<file path="src/rtl/dmacfg_pkg.sv">
`timescale 1ns/1ps
package dmacfg_pkg;

  localparam logic [1:0] RESP_OKAY = 2'b00;

  // byte offsets in the local register window
  localparam int OFS_CTRL = 'h00;
  localparam int OFS_STAT = 'h04;
  localparam int OFS_SRC  = 'h08;
  localparam int OFS_DST  = 'h0C;
  localparam int OFS_LEN  = 'h10;

  // number of plain word registers starting at OFS_SRC, one word apart
  localparam int CFG_WORDS = 3;

  // status word bit positions
  localparam int ST_DONE = 0;
  localparam int ST_BUSY = 1;
  localparam int ST_ERR  = 2;

  typedef enum logic [2:0] {
    SEL_NONE,
    SEL_CTRL,
    SEL_STAT,
    SEL_CFG
  } reg_sel_e;

  function automatic reg_sel_e sel_of(input logic [31:0] ofs);
    if (ofs == 32'(OFS_CTRL))      return SEL_CTRL;
    else if (ofs == 32'(OFS_STAT)) return SEL_STAT;
    else if (ofs >= 32'(OFS_SRC) && ofs < 32'(OFS_SRC + 4 * CFG_WORDS) && ofs[1:0] == 2'b00)
      return SEL_CFG;
    else return SEL_NONE;
  endfunction

endpackage

</file>
<file path="src/rtl/dmacfg_wr_join.sv">
`timescale 1ns/1ps
module dmacfg_wr_join #(
  parameter int ADDR_W = 8,
  parameter int DATA_W = 32
) (
  input  logic              clk,
  input  logic              rst,
  input  logic              awvalid,
  output logic              awready,
  input  logic [ADDR_W-1:0] awaddr,
  input  logic              wvalid,
  output logic              wready,
  input  logic [DATA_W-1:0] wdata,
  output logic              bvalid,
  input  logic              bready,
  output logic [1:0]        bresp,
  output logic              commit,
  output logic [ADDR_W-1:0] commit_addr,
  output logic [DATA_W-1:0] commit_data
);
  import dmacfg_pkg::*;

  logic              aw_held, w_held, bvalid_q;
  logic [ADDR_W-1:0] addr_q;
  logic [DATA_W-1:0] data_q;

  assign awready     = !aw_held && !bvalid_q;
  assign wready      = !w_held && !bvalid_q;
  assign commit      = aw_held && w_held;
  assign commit_addr = addr_q;
  assign commit_data = data_q;
  assign bvalid      = bvalid_q;
  assign bresp       = RESP_OKAY;

  always_ff @(posedge clk) begin
    if (rst) begin
      aw_held  <= 1'b0;
      w_held   <= 1'b0;
      bvalid_q <= 1'b0;
      addr_q   <= '0;
      data_q   <= '0;
    end else begin
      if (awvalid && awready) begin
        aw_held <= 1'b1;
        addr_q  <= awaddr;
      end
      if (wvalid && wready) begin
        w_held <= 1'b1;
        data_q <= wdata;
      end
      if (commit) begin
        aw_held  <= 1'b0;
        w_held   <= 1'b0;
        bvalid_q <= 1'b1;
      end else if (bvalid_q && bready) begin
        bvalid_q <= 1'b0;
      end
    end
  end


  bresp_hold_chk: assert property (@(posedge clk) disable iff (rst)
    bvalid && !bready |=> bvalid);

  bvalid_needs_both_chk: assert property (@(posedge clk) disable iff (rst)
    $rose(bvalid) |-> $past(aw_held && w_held));

  no_accept_in_resp_chk: assert property (@(posedge clk) disable iff (rst)
    bvalid |-> !awready && !wready);

endmodule

</file>
<file path="src/rtl/dmacfg_bank.sv">
`timescale 1ns/1ps
module dmacfg_bank #(
  parameter int ADDR_W = 8,
  parameter int DATA_W = 32
) (
  input  logic              clk,
  input  logic              rst,
  input  logic              commit,
  input  logic [ADDR_W-1:0] commit_addr,
  input  logic [DATA_W-1:0] commit_data,
  input  logic              eng_done,
  input  logic              eng_busy,
  input  logic              eng_error,
  input  logic [ADDR_W-1:0] rd_addr,
  output logic [DATA_W-1:0] rd_word,
  output logic [DATA_W-1:0] dma_src,
  output logic [DATA_W-1:0] dma_dst,
  output logic [DATA_W-1:0] dma_len,
  output logic              dma_start
);
  import dmacfg_pkg::*;

  logic [DATA_W-1:0] cfg_q [CFG_WORDS];
  logic              start_q, done_q, start_set;
  logic [DATA_W-1:0] status_word;

  assign start_set = commit && (sel_of(32'(commit_addr)) == SEL_CTRL) && commit_data[0];

  for (genvar i = 0; i < CFG_WORDS; i++) begin : g_cfg
    localparam logic [ADDR_W-1:0] MY_OFS = ADDR_W'(OFS_SRC + 4 * i);
    always_ff @(posedge clk) begin
      if (rst) cfg_q[i] <= '0;
      else if (commit && commit_addr == MY_OFS) cfg_q[i] <= commit_data;
    end
  end

  always_ff @(posedge clk) begin
    if (rst) begin
      start_q <= 1'b0;
      done_q  <= 1'b0;
    end else begin
      start_q <= start_set;
      if (start_set)     done_q <= 1'b0;
      else if (eng_done) done_q <= 1'b1;
    end
  end

  always_comb begin
    status_word          = '0;
    status_word[ST_DONE] = done_q;
    status_word[ST_BUSY] = eng_busy;
    status_word[ST_ERR]  = eng_error;
  end

  always_comb begin
    case (sel_of(32'(rd_addr)))
      SEL_STAT: rd_word = status_word;
      SEL_CFG:  rd_word = cfg_q[(32'(rd_addr) - 32'(OFS_SRC)) >> 2];
      default:  rd_word = '0;
    endcase
  end

  assign dma_src   = cfg_q[0];
  assign dma_dst   = cfg_q[1];
  assign dma_len   = cfg_q[2];
  assign dma_start = start_q;


  start_one_cycle_chk: assert property (@(posedge clk) disable iff (rst)
    dma_start |=> !dma_start);

  done_cleared_by_start_chk: assert property (@(posedge clk) disable iff (rst)
    dma_start |-> !done_q);

  done_sticky_chk: assert property (@(posedge clk) disable iff (rst)
    done_q && !start_set |=> done_q);

endmodule

</file>
<file path="src/rtl/dmacfg_rd_port.sv">
`timescale 1ns/1ps
module dmacfg_rd_port #(
  parameter int ADDR_W = 8,
  parameter int DATA_W = 32
) (
  input  logic              clk,
  input  logic              rst,
  input  logic              arvalid,
  output logic              arready,
  input  logic [ADDR_W-1:0] araddr,
  output logic              rvalid,
  input  logic              rready,
  output logic [DATA_W-1:0] rdata,
  output logic [1:0]        rresp,
  output logic [ADDR_W-1:0] lookup_addr,
  input  logic [DATA_W-1:0] lookup_word
);
  import dmacfg_pkg::*;

  logic              rvalid_q;
  logic [DATA_W-1:0] rdata_q;

  assign arready     = !rvalid_q;
  assign lookup_addr = araddr;
  assign rvalid      = rvalid_q;
  assign rdata       = rdata_q;
  assign rresp       = RESP_OKAY;

  always_ff @(posedge clk) begin
    if (rst) begin
      rvalid_q <= 1'b0;
      rdata_q  <= '0;
    end else if (arvalid && arready) begin
      rvalid_q <= 1'b1;
      rdata_q  <= lookup_word;
    end else if (rvalid_q && rready) begin
      rvalid_q <= 1'b0;
    end
  end


  rdata_hold_chk: assert property (@(posedge clk) disable iff (rst)
    rvalid && !rready |=> rvalid && $stable(rdata));

  single_read_chk: assert property (@(posedge clk) disable iff (rst)
    rvalid |-> !arready);

endmodule

</file>
<file path="src/rtl/dmacfg_regs.sv">
`timescale 1ns/1ps
module dmacfg_regs #(
  parameter int ADDR_W = 8,
  parameter int DATA_W = 32
) (
  input  logic              clk,
  input  logic              rst,
  input  logic              s_awvalid,
  output logic              s_awready,
  input  logic [ADDR_W-1:0] s_awaddr,
  input  logic              s_wvalid,
  output logic              s_wready,
  input  logic [DATA_W-1:0] s_wdata,
  output logic              s_bvalid,
  input  logic              s_bready,
  output logic [1:0]        s_bresp,
  input  logic              s_arvalid,
  output logic              s_arready,
  input  logic [ADDR_W-1:0] s_araddr,
  output logic              s_rvalid,
  input  logic              s_rready,
  output logic [DATA_W-1:0] s_rdata,
  output logic [1:0]        s_rresp,
  output logic [DATA_W-1:0] dma_src,
  output logic [DATA_W-1:0] dma_dst,
  output logic [DATA_W-1:0] dma_len,
  output logic              dma_start,
  input  logic              eng_done,
  input  logic              eng_busy,
  input  logic              eng_error
);

  logic              commit;
  logic [ADDR_W-1:0] commit_addr, lookup_addr;
  logic [DATA_W-1:0] commit_data, lookup_word;

  dmacfg_wr_join #(.ADDR_W(ADDR_W), .DATA_W(DATA_W)) u_wr (
    .clk(clk), .rst(rst),
    .awvalid(s_awvalid), .awready(s_awready), .awaddr(s_awaddr),
    .wvalid(s_wvalid), .wready(s_wready), .wdata(s_wdata),
    .bvalid(s_bvalid), .bready(s_bready), .bresp(s_bresp),
    .commit(commit), .commit_addr(commit_addr), .commit_data(commit_data)
  );

  dmacfg_bank #(.ADDR_W(ADDR_W), .DATA_W(DATA_W)) u_bank (
    .clk(clk), .rst(rst),
    .commit(commit), .commit_addr(commit_addr), .commit_data(commit_data),
    .eng_done(eng_done), .eng_busy(eng_busy), .eng_error(eng_error),
    .rd_addr(lookup_addr), .rd_word(lookup_word),
    .dma_src(dma_src), .dma_dst(dma_dst), .dma_len(dma_len),
    .dma_start(dma_start)
  );

  dmacfg_rd_port #(.ADDR_W(ADDR_W), .DATA_W(DATA_W)) u_rd (
    .clk(clk), .rst(rst),
    .arvalid(s_arvalid), .arready(s_arready), .araddr(s_araddr),
    .rvalid(s_rvalid), .rready(s_rready), .rdata(s_rdata), .rresp(s_rresp),
    .lookup_addr(lookup_addr), .lookup_word(lookup_word)
  );


  reset_quiet_chk: assert property (@(posedge clk)
    $past(rst) |-> !s_bvalid && !s_rvalid && !dma_start);

endmodule

</file>
<file path="config.mk">
export PLATFORM = sky130hd
export DESIGN_NAME = dmacfg_regs
export DESIGN_NICKNAME = d
export VERILOG_FILES = /design/src/rtl/dmacfg_pkg.sv /design/src/rtl/dmacfg_wr_join.sv /design/src/rtl/dmacfg_bank.sv /design/src/rtl/dmacfg_rd_port.sv /design/src/rtl/dmacfg_regs.sv
export SDC_FILE = /design/constraint.sdc
export NUM_CORES = 1
export LEC_CHECK = 0
export BUFFER_PORTS_ARGS = -buffer_cell sky130_fd_sc_hd__buf_2
export CAP_MARGIN = 20
export CORE_AREA = 2 2 158 160
export CTS_BUF_LIST = sky130_fd_sc_hd__clkbuf_8 sky130_fd_sc_hd__clkbuf_16
export CTS_CLUSTER_DIAMETER = 100
export DETAILED_ROUTE_END_ITERATION = 6
export DIE_AREA = 0 0 160 162
export PLACE_DENSITY = 0.49
export SYNTH_ARGS = -nofsm -noshare
export SYNTH_HDL_FRONTEND = slang
export SYNTH_SLANG_ARGS = --single-unit
</file>
<file path="constraint.sdc">
create_clock -name clk -period 5.65 [get_ports clk]
set_input_delay 0.8475 -clock clk [delete_from_list [all_inputs] [get_ports clk]]
set_output_delay 0.8475 -clock clk [all_outputs]
set_load 0.03 [all_outputs]
</file>
==> results of run 1 <==
[power by group through the flow]
stage	combinational, mW	clock [mW]	sequential, mW
global placement	0.260	0	1.44
CTS	0.262	1.16	1.42
global route	0.279	1.20	1.42
detailed placement	0.261	0	1.44
floorplan	0.120	0	1.49
finish	0.255	1.14	1.41
[logic make-up (layout without fill, tap and decap cells)]
family / after synthesis / in the layout / share of synthesized area (%)
other cells: 1 / 4 / 0.0526
buf+inv: 49 / 230 / 3.14
flops: 174 / 174 / 62.4
mux: 32 / 32 / 4.50
simple gates: 275 / 275 / 19.5
compound gates: 116 / 116 / 10.5
[synthesized netlist by cell type, drive strengths merged]
| master | count |
|---|---|
| a2111oi | 2 |
| a21oi | 79 |
| a22oi | 29 |
| a31o | 1 |
| and2 | 98 |
| and4b | 1 |
| and4bb | 1 |
| buf | 14 |
| clkbuf | 34 |
| conb | 1 |
| dfxtp | 78 |
| edfxtp | 96 |
| inv | 1 |
| mux2i | 32 |
| nand2 | 86 |
| nand2b | 7 |
| nand3 | 2 |
| nand3b | 6 |
| nand4 | 1 |
| nor2 | 66 |
| nor3 | 2 |
| nor3b | 2 |
| nor4 | 1 |
| o21ai | 3 |
| o21bai | 2 |
| or3b | 1 |
| or4 | 1 |
[sequential cells by signal, summed over array words and instances (netlist names)]
name              flops
u_rd.rdata           32
u_wr.commit_addr      8
u_rd.rvalid           1
u_bank.cfg_q         96
u_bank.dma_start      1
u_wr.w_held           1
u_wr.aw_held          1
u_bank.done_q         1
u_wr.commit_data     32
u_wr.bvalid           1
[area by class of cell]
cell class                      instances  area [um2]  share of cell area (%)
Inverter                                1        3.75                  0.0420
Clock inverter                         12        78.8                   0.883
Timing Repair Buffer                  197        1010                    11.3
Sequential cell                       174        4440                    49.8
Tap cell                              324         405                    4.54
Clock buffer                           20         489                    5.48
Multi-Input combinational cell        427        2500                    28.0
[per-layer routing]
layer / vias to the layer above / GRT usage (%)
met2: 150 / 24.6
met4: 0 / 4.63
met1: 2382 / 19.1
met5: - / 0
met3: 19 / 4.80
li1: 2569 / -
[worst min-delay path: cells and delay by family, from the launching register on]
family           cells  cell delay (ps)
AND/OR/NAND/NOR      1               50
AO/OA/AOI/OAI        1               50
flip-flops           1              310
[how the worst max path moves through the flow]
| stage | startpoint | endpoint | slack [ps] | cells after the start |
|---|---|---|---|---|
| after global routing | s_araddr[2] | u_rd.rdata[13]$_SDFFE_PP0P_ | 2930 | 7 |
| after detailed placement | s_araddr[2] | u_rd.rdata[16]$_SDFFE_PP0P_ | 2590 | 7 |
| after CTS | s_araddr[2] | u_rd.rdata[16]$_SDFFE_PP0P_ | 3050 | 7 |
| after floorplan | u_wr.commit_addr[4]$_SDFFE_PP0P_ | u_bank.cfg_q[0][0]$_SDFFCE_PN0P_ | 2830 | 3 |
| after global placement | rst | u_bank.cfg_q[1][26]$_SDFFCE_PN0P_ | 2610 | 2 |
| final | s_araddr[2] | u_rd.rdata[14]$_SDFFE_PP0P_ | 3050 | 7 |
[metrics by stage]
| stage | worst slack [ps] | utilization, % |
|---|---|---|
| after floorplan | 2830 | - |
| after global placement | 2610 | 34.6 |
| after detailed placement | 2590 | 34.7 |
| after CTS | 3050 | 37.0 |
| after global routing | 2930 | 37.0 |
| final | 3050 | 37.0 |
==> flow_metrics.env, run 1 <==
export IMPL_drtPass1Iterations=4
export IMPL_max_freq_mhz=384
export IMPL_grt_overflow=0
export IMPL_pwr_share_clk_pct=40.5
export IMPL_cts_buffers=17
export IMPL_grt_pass1_vias=5001
export IMPL_setup_viol=0
export IMPL_layout_drive_gt1_share_pct=31.3
export IMPL_cts_root_buf="clkbuf_16"
export IMPL_hold_viol=0
export IMPL_clk_pin_slew_ps=70
export IMPL_end_kind="register"
export IMPL_synth_top_area_cell="edfxtp_1"
export IMPL_start_util_pct=29.5
export IMPL_grt_use_total_pct=15.1
export IMPL_port_buffers=191
export IMPL_synthDominantCellAreaShare_pct=40.5
export IMPL_die_w_um=160
export IMPL_finalPower_mw=2.81
export IMPL_wl_um=19700
export IMPL_fin_crit_ps=2600
export IMPL_path_class="in -> reg"
export IMPL_tns_ps=0
export IMPL_start_kind="input port"
export IMPL_n_antenna_cell=0
export IMPL_grt_max_degree=85
export IMPL_hold_class="reg -> reg"
export IMPL_rows=57
export IMPL_slowest_delay_ps=510
export IMPL_antenna_found_initial=1
export IMPL_tightest_slew_ps=1070
export IMPL_switching_share_pct=25.8
export IMPL_maxCapViolCount=0
export IMPL_synth_area_leaders="edfxtp_1 40%, dfxtp_1 22%, and2_1 8.6%, a21oi_1 5.6%, nand2_1 4.5%"
export IMPL_postCtsSetupBuffers=0
export IMPL_internal_power_mw=2.08
export IMPL_rsz0062_at_grt="false"
export IMPL_dp_hpwl_um=13100
export IMPL_pin_count=196
export IMPL_cts_sinks=174
export IMPL_cp_required_ps=6000
export IMPL_most_common_layout_cells="190 x buf_2, 97 x and2_1, 96 x edfxtp_1"
export IMPL_skew_ps=11.2
export IMPL_met2_length_um=9320
export IMPL_worstReg2RegEnd="u_rd.rdata[14]$_SDFFE_PP0P_"
export IMPL_vdd_drop_max_mv=0.147
export IMPL_insertion_delay_ps=420
export IMPL_cts_buffer_depth=2
export IMPL_drc_errors=0
export IMPL_drt_iter0_markers=228
export IMPL_synth_cell_type_count=32
export IMPL_path_cells="buf_2 -> buf_4 -> or3b_4 -> a2111oi_4 -> buf_4 -> a22oi_1 -> nor2_1"
export IMPL_grt_pass1_wl_um=29400
export IMPL_core_area_mm2=0.0241
export IMPL_wl_met1_um=8880
export IMPL_highest_layer="met4"
export IMPL_nFillCells=2467
export IMPL_hold_end="u_wr.commit_addr[1]$_SDFFE_PP0P_"
export IMPL_cp_data_arrival_time_ps=2950
export IMPL_synth_sequential_area_ratio_pct=62.4
export IMPL_dpl_cell_count=1123
export IMPL_regToRegStartpoint="u_rd.rvalid$_SDFFE_PP0P_"
export IMPL_slew_viol_final=0
export IMPL_ys_seq_elements=174
export IMPL_ys_warn_count=0
export IMPL_cts_max_level=4
export IMPL_area_growth_pct=25.4
export IMPL_syn_inst=647
export IMPL_worstHoldStart="u_wr.commit_addr[1]$_SDFFE_PP0P_"
export IMPL_final_common_cell="buf_2"
export IMPL_p_leak_nw=3.72
export IMPL_viasPerCell=4.43
export IMPL_switchingPower_mw=0.724
export IMPL_final_area_mm2=0.00893
export IMPL_seqPwrFrac_pct=50.4
export IMPL_placedInstanceArea_mm2=0.00836
export IMPL_cts_hold_buf=0
export IMPL_power_per_cell_area_mw_per_mm2=314
export IMPL_ff2ff_path_depth=5
export IMPL_status="finished clean"
export IMPL_dieArea_mm2=0.0259
export IMPL_die_h_um=162
export IMPL_relSlewSlack_pct=28.6
export IMPL_met3_length_um=1250
export IMPL_worst_path_buf_inv=3
export IMPL_rrSetupSlack_ps=3270
export IMPL_stdcell_count=1155
export IMPL_postRouteAntennaNets=0
export IMPL_pwr_share_comb_pct=9.1
export IMPL_fin_nets=876
export IMPL_vias=5120
export IMPL_path_max_fanout=40
export IMPL_post_cts_resized=0
export IMPL_timing_hold_ws_ps=456
export IMPL_hold_depth=2
export IMPL_syn_avg_cell_area_um2=11.0
export IMPL_worst_path_most_repeated_cell="buf_4"
export IMPL_avgRoutedWirePerCell_um=17.1
export IMPL_gp_congestion=0.720
export IMPL_path_delay_family="buffers and inverters"
export IMPL_crit_path_top_delay_cell="or3b_4"
export IMPL_min_period_over_period_pct=46.1
export IMPL_cts_tree="built"
export IMPL_netlist_area_mm2=0.00712
Power figures use the tool's default switching activity.
==> inputs of run 2 (changes only) <==
--- a/config.mk
+++ b/config.mk
@@ -12,7 +12,7 @@
 export CTS_CLUSTER_DIAMETER = 100
 export DETAILED_ROUTE_END_ITERATION = 6
 export DIE_AREA = 0 0 160 162
-export PLACE_DENSITY = 0.49
+export PLACE_DENSITY = 0.51
 export SYNTH_ARGS = -nofsm -noshare
 export SYNTH_HDL_FRONTEND = slang
 export SYNTH_SLANG_ARGS = --single-unit
==> constraint.sdc (replaced) <==
create_clock -name clk -period 2.2 [get_ports clk]
set_input_delay 0.33 -clock clk [delete_from_list [all_inputs] [get_ports clk]]
set_output_delay 0.33 -clock clk [all_outputs]
set_load 0.03 [all_outputs]
==> flow_metrics.env, run 2 (same netlist as run 1, synthesis figures left out) <==
export IMPL_post_cts_resized=0
export IMPL_relSlewSlack_pct=59.2
export IMPL_dieArea_mm2=0.0259
export IMPL_end_kind="register"
export IMPL_path_cells="and4bb_2 -> nor3b_1 -> a31o_2 -> buf_12"
export IMPL_power_per_cell_area_mw_per_mm2=784
export IMPL_setup_viol=0
export IMPL_maxCapViolCount=0
export IMPL_met2_length_um=9950
export IMPL_met3_length_um=1240
export IMPL_worst_path_buf_inv=1
export IMPL_start_util_pct=29.5
export IMPL_cts_buffer_depth=2
export IMPL_cts_root_buf="clkbuf_16"
export IMPL_fin_nets=888
export IMPL_drc_errors=0
export IMPL_largest_reg_flops=96
export IMPL_viasPerCell=4.44
export IMPL_nFillCells=2505
export IMPL_rows=57
export IMPL_drtPass1Iterations=4
export IMPL_pin_count=196
export IMPL_fin_crit_ps=1820
export IMPL_grt_overflow=0
export IMPL_insertion_delay_ps=420
export IMPL_grt_pass1_vias=5168
export IMPL_cp_required_ps=2300
export IMPL_die_w_um=160
export IMPL_tightest_slew_ps=612
export IMPL_gp_congestion=0.725
export IMPL_core_area_mm2=0.0241
export IMPL_largest_register="u_bank.cfg_q"
export IMPL_grt_pass1_wl_um=31000
export IMPL_rrSetupSlack_ps=380
export IMPL_wl_met1_um=9080
export IMPL_drt_iter0_markers=239
export IMPL_cp_data_arrival_time_ps=1920
export IMPL_path_delay_family="simple AND/OR/NAND/NOR gates"
export IMPL_vdd_drop_max_mv=0.388
export IMPL_wl_um=20500
export IMPL_clk_pin_slew_ps=70
export IMPL_n_antenna_cell=0
export IMPL_slew_viol_final=0
export IMPL_avgRoutedWirePerCell_um=17.6
export IMPL_most_common_layout_cells="190 x buf_2, 97 x and2_1, 96 x edfxtp_1"
export IMPL_max_freq_mhz=551
export IMPL_antenna_found_initial=1
export IMPL_cts_hold_buf=0
export IMPL_hold_viol=0
export IMPL_status="finished clean"
export IMPL_path_class="reg -> reg"
export IMPL_cts_max_level=4
export IMPL_cts_buffers=17
export IMPL_postRouteAntennaNets=0
export IMPL_die_h_um=162
export IMPL_p_leak_nw=3.78
export IMPL_crit_path_top_delay_cell="dfxtp_1"
export IMPL_hold_class="in -> reg"
export IMPL_postCtsSetupBuffers=0
export IMPL_port_buffers=191
export IMPL_layout_drive_gt1_share_pct=31.9
export IMPL_final_common_cell="buf_2"
export IMPL_min_period_over_period_pct=82.5
export IMPL_vias=5186
export IMPL_tns_ps=0
export IMPL_slowest_delay_ps=390
export IMPL_timing_hold_ws_ps=140
export IMPL_skew_ps=7.84
export IMPL_highest_layer="met5"
export IMPL_grt_max_degree=47
export IMPL_cts_sinks=174
export IMPL_cts_tree="built"
export IMPL_dp_hpwl_um=13200
export IMPL_grt_use_total_pct=16.0
export IMPL_start_kind="register"
export IMPL_area_growth_pct=27.2
export IMPL_path_max_fanout=32
export IMPL_rsz0062_at_grt="false"
[run 2: routing by layer]
metal	GRT usage, %	up-vias
met1	20.3	2446
met3	4.19	15
li1	-	2586
met5	0	-
met4	4.67	2
met2	27.1	137
[run 2: tightest hold or removal path: stages]
cell and delay [ps]:
buf_2 100, nand2_1 40, a21oi_1 50
[run 2: final timing paths]
path                              startpoint                                 to  cells after the start
setup reg to reg   u_wr.aw_held$_SDFFE_PP0P_  u_bank.cfg_q[2][11]$_SDFFCE_PN0P_                      4
hold / removal                   s_wdata[24]  u_wr.commit_data[24]$_SDFFE_PP0P_                      3
hold reg to reg   u_rd.rdata[1]$_SDFFE_PP0P_         u_rd.rdata[1]$_SDFFE_PP0P_                      2
setup / recovery   u_wr.aw_held$_SDFFE_PP0P_  u_bank.cfg_q[2][11]$_SDFFCE_PN0P_                      4
[run 2: layout make-up]
type / instances / area, um2 / area share [%]
timing repair buffer: 209 / 1170 / 12.9
sequential: 174 / 4440 / 49.0
multi-input combinational: 427 / 2500 / 27.6
clock inverter: 12 / 76.3 / 0.842
inverter: 1 / 3.75 / 0.0414
tap: 324 / 405 / 4.47
clock buffer: 20 / 467 / 5.15
[run 2: stage by stage]
step           utilization, %  power, mW  area (um2)  cells  setup WS, ps
2_1_floorplan               -       4.12        7140    650          46.3
3_3_place_gp             35.3       4.41        8520   1135           278
3_5_place_dp             35.3       4.41        8520   1135           269
4_1_cts                  37.6       7.20        9060   1167           356
5_1_grt                  37.6       7.42        9060   1167           214
6_report                 37.6       7.11        9060   1167           384
[run 2: power breakdown]
part | internal [mW] | switching [mW] | total [mW] | leakage [nW]
Combinational | 0.214 | 0.487 | 0.702 | 1.89
Clock | 1.52 | 1.26 | 2.79 | 0.270
Sequential | 3.54 | 0.0799 | 3.62 | 1.63
